**src/rtl/monitor_entry_ctrl.sv**
```systemverilog
module monitor_entry_ctrl #(
  parameter int ADDR_W = 16,
  parameter int DATA_W = 8
) (
  input  logic              clk,
  input  logic              por,
  input  logic              rst,
  input  logic              tst_hv,
  input  logic [ADDR_W-1:0] addr_in,
  input  logic [DATA_W-1:0] rdata,
  input  logic              vec_fetch,
  input  logic              cop_dis_cfg,
  input  logic [1:0]        port_sel,
  output logic [1:0]        mode,
  output logic [ADDR_W-1:0] addr_out,
  output logic              int_rst_req,
  output logic              cop_en,
  output logic              clk_bypass,
  output logic              rst_pin_sel,
  output logic [1:0]        link_mode
);

  localparam logic [1:0] M_USER = 2'b00;
  localparam logic [1:0] M_NMON = 2'b01;
  localparam logic [1:0] M_FORC = 2'b10;

  logic [1:0] mode_q;
  logic       forced_q, armed_q, first_erased_q, pulse_q;

  wire       page_top = &addr_in[ADDR_W-1:8];
  wire [7:0] lo       = addr_in[7:0];
  wire       vec_slot = page_top && (lo[7:2] == 6'h3F);
  wire       in_mon   = (mode_q != M_USER);
  wire       erased   = &rdata;
  wire       rv_hi    = vec_fetch && page_top && (lo == 8'hFE);
  wire       rv_lo    = vec_fetch && page_top && (lo == 8'hFF);
  wire       detect   = (mode_q == M_USER) && armed_q && first_erased_q && rv_lo && erased;
  wire       bypass   = (mode_q == M_NMON) && tst_hv;

  assign addr_out = (in_mon && vec_fetch && vec_slot)
                  ? {addr_in[ADDR_W-1:9], 1'b0, addr_in[7:0]} : addr_in;

  always_ff @(posedge clk) begin
    if (por) begin
      forced_q <= 1'b0;
      mode_q   <= tst_hv ? M_NMON : M_USER;
    end else if (rst) begin
      mode_q   <= tst_hv ? M_NMON : (forced_q ? M_FORC : M_USER);
    end else if (detect) begin
      forced_q <= 1'b1;
      mode_q   <= M_FORC;
    end
  end

  always_ff @(posedge clk) begin
    if (por || rst) begin
      armed_q        <= 1'b0;
      first_erased_q <= 1'b0;
      pulse_q        <= 1'b0;
    end else begin
      armed_q        <= rv_hi && (mode_q == M_USER);
      first_erased_q <= erased;
      pulse_q        <= detect;
    end
  end

  assign mode        = mode_q;
  assign int_rst_req = pulse_q;
  assign clk_bypass  = bypass;
  assign rst_pin_sel = bypass;
  assign cop_en      = (mode_q != M_FORC) && !bypass && !cop_dis_cfg;
  assign link_mode   = !in_mon ? 2'b00 : port_sel[1] ? 2'b10 : port_sel[0] ? 2'b01 : 2'b00;


  reset_vec_reloc_chk: assert property (@(posedge clk) disable iff (por || rst)
    (mode != M_USER && vec_fetch && addr_in == 16'hFFFE) |-> addr_out == 16'hFEFE);

  user_passthru_chk: assert property (@(posedge clk) disable iff (por || rst)
    (mode == M_USER) |-> addr_out == addr_in);

  req_single_chk: assert property (@(posedge clk) disable iff (por || rst)
    int_rst_req |=> !int_rst_req);

  req_mode_chk: assert property (@(posedge clk) disable iff (por || rst)
    int_rst_req |-> mode == M_FORC);

  forced_keep_chk: assert property (@(posedge clk) disable iff (por)
    forced_q |=> forced_q);

  bypass_tst_chk: assert property (@(posedge clk) disable iff (por || rst)
    clk_bypass |-> (tst_hv && rst_pin_sel));

  cop_forced_chk: assert property (@(posedge clk) disable iff (por || rst)
    (mode == M_FORC) |-> !cop_en);

  link_par_chk: assert property (@(posedge clk) disable iff (por || rst)
    (mode != M_USER && port_sel[1]) |-> link_mode == 2'b10);

endmodule

```
**config.mk**
```make
export PLATFORM = sky130hd
export DESIGN_NAME = monitor_entry_ctrl
export DESIGN_NICKNAME = d
export VERILOG_FILES = /design/src/rtl/monitor_entry_ctrl.sv
export SDC_FILE = /design/constraint.sdc
export NUM_CORES = 1
export LEC_CHECK = 0
export ABC_CLOCK_PERIOD_IN_PS = 1810
export BUFFER_PORTS_ARGS = -buffer_cell sky130_fd_sc_hd__buf_2
export CORE_MARGIN = 3
export CORE_UTILIZATION = 30
export DETAILED_ROUTE_END_ITERATION = 12
export PLACE_DENSITY = 0.77
export SLEW_MARGIN = 25
export SYNTH_ARGS = -nofsm -noshare
export SYNTH_HDL_FRONTEND = slang
export SYNTH_SLANG_ARGS = --single-unit
export TNS_END_PERCENT = 50
```
**constraint.sdc**
```tcl
create_clock -name clk -period 1.81 [get_ports clk]
set_clock_uncertainty 0.2 [all_clocks]
set_input_delay 0.0905 -clock clk [delete_from_list [all_inputs] [get_ports clk]]
set_output_delay 0.0905 -clock clk [all_outputs]
set_load 0.05 [all_outputs]
```
==> metrics <==
CORE AREA 1330 µm²; Worst EP arrival 1.45 ns; Synth area leaders buf_4 (27%), dfxtp_1 (18%), edfxtp_1 (14%); P per Cell Area 689 nW/µm²; Fmax achieved 582 MHz; Clock Latency Late Sink 0.25 ns; flop-to-flop setup slack 0.30 ns; Setup Buffers After CTS 0; pre-CTS WS 0.0918 ns; initial antenna violation count 0; Syn Nets 83; Synth area leader buf_4; Worst path slowest cell dlygate4sd3_1; post-synth top area share 27.2%; CP Class primary input to flop; CP Data Required Time 1.55 ns; global-route wire length before repair 1860 µm; Syn Inst Count 51; most numerous cell in the Yosys netlist buf_4; All-Layer GR Usage 12.9%; antenna viol nets, final 0; IO buf count 55; max-slew violation count 0; #FFs+latches synth 6; unrepaired setup endpoints after global routing no; Synth Warn # 0; vias in the first global route 483; Worst Tran Pin Value 0.272 ns; register area share after synthesis 31.7%; Clock Pin Slew Worst Setup and Hold Paths 0.05 ns; die span in y 44.4 µm; Iter 0 DRT Violations 1; status completed; WL final 1140 µm; htree depth 1; CTS tree yes; Hold WS 0.0510 ns; final hold vios 0; Final Cycle Share 94.9%; Core Util, Final 55.1%; Max Cap Viol 0; GRT Residual Overflow 0; Fill cells 133; Most used DFF post-synth dfxtp_1; min-delay worst type primary input to flop; Post-route DRC 0; cts bufs inserted 3; Placement Cell Area 648 µm²; LEAKAGE 0.366 nW; HPWL after detailed placement 968 µm; Synth async-reset ratio 0%; Max stage delay on crit path 0.53 ns; CP top delay family buffers and inverters; area occupied by registers 140 µm²; CTS Sinks 6; most frequent cells after synthesis buf_4 (16), nand4_1 (5), dfxtp_1 (4); final worst slack 0.0925 ns; Crit path buffers/inverters 2; Netlist cell types 19; initial core utilization 33.1%; Slew headroom 81.8%; critical path cell sequence dlygate4sd3_1 -> buf_2 -> nand3_1 -> or3_1 -> o31ai_2; Tmin final 1.72 ns; drt wl/cell 9.78 µm; Clock Tree Buf Depth 2; Avg Inst Size Synth 8.66 µm²; Worst setup SP type primary input; Die X 44.4 µm; DRT Pass-1 Iters 2; largest net degree at the start of global routing 6; Area growth, synth to finish 66.3%; fin area 734 µm²; post-DR vias/cell 4.60; area of the multi-input gates 203 µm²; via count 534; Final GP Congestion 0.748; full die area 1970 µm²; layout cells sized above 1 64.4%; critical path fanouts, max 3; # rows 13; Ant. Diodes 0; Mapped Area 442 µm²; final setup violation count 0; CP Capture Type flop; peak supply drop 314 µV; Final nets 134; Root Buffer clkbuf_4; number of enable flip-flop cells after synthesis 2; Ports 56
## power breakdown
part | internal (mW) | leakage (nW) | switching, mW | total [mW]
Clock | 0.0838 | 0.0150 | 0.0536 | 0.137
Combinational | 0.0670 | 0.298 | 0.154 | 0.221
Sequential | 0.144 | 0.0534 | 0.00356 | 0.148
## sequential cells by signal (all words and copies together), names as in the netlist
signal,count
armed_q,1
first_erased_q,1
forced_q,1
int_rst_req,1
mode,2
## per-stage QoR
stage	total power, mW	setup TNS [ns]	cells
floorplan	0.316	-0.332	51
global placement	0.362	0	106
detailed placement	0.364	0	106
CTS	0.512	0	116
global route	0.528	0	116
finish	0.506	0	116
## routing by layer
layer	global-route usage [%]	routed length (µm)
met5	0	0
met1	14.8	383
met4	9.04	36
met3	2.85	156
met2	20.9	559
## kinds of logic (layout without fill, tap and decap cells)
family	Yosys count	count (layout)	share of synthesized area (%)
compound gates	4	4	9.35
buf+inv	17	67	28.0
flops	6	6	31.7
simple gates	24	24	30.9
## worst register-to-register path: stages, from the launching register on
cell     delay, ns
dfxtp_1       0.30
nand3_1       0.06
or3_1         0.37
o31ai_2       0.27
## path summary, 6_finish.rpt
kind,end,cells past startpoint,start
max,mode[1],5,addr_in[0]
min,armed_q,4,addr_in[5]
max reg2reg,mode[1],3,first_erased_q
min reg2reg,forced_q,2,forced_q
## placed cells by master, fill, tap and decap left out
| cell type | count |
|---|---|
| a21oi_1 | 1 |
| buf_2 | 55 |
| buf_4 | 1 |
| clkbuf_1 | 1 |
| clkbuf_4 | 3 |
| dfxtp_1 | 4 |
| dlygate4sd3_1 | 6 |
| edfxtp_1 | 2 |
| inv_1 | 1 |
| nand2_1 | 2 |
| nand2b_1 | 1 |
| nand3_1 | 3 |
| nand4_1 | 5 |
| nor2_1 | 2 |
| nor2_2 | 1 |
| nor2b_1 | 3 |
| nor3_1 | 2 |
| nor3_4 | 1 |
| nor3b_4 | 1 |
| nor4_1 | 1 |
| o21a_1 | 1 |
| o31ai_2 | 1 |
| o32ai_2 | 1 |
| or3_1 | 1 |
| or4_4 | 1 |
## final cells by class
cell class	count	area share [%]
timing repair buffer	62	46.7
multi-input combinational	28	27.6
sequential	6	19.1
clock buffer	4	3.58
tap	15	2.56
inverter	1	0.511
## what timing repair did
item,in CTS,in global routing
resized for setup,0,0
hold buffers,6,0
endpoints found under the setup margin,0,0
hold endpoints to repair,6,0
No activity file was read; power rests on OpenSTA's default activity.
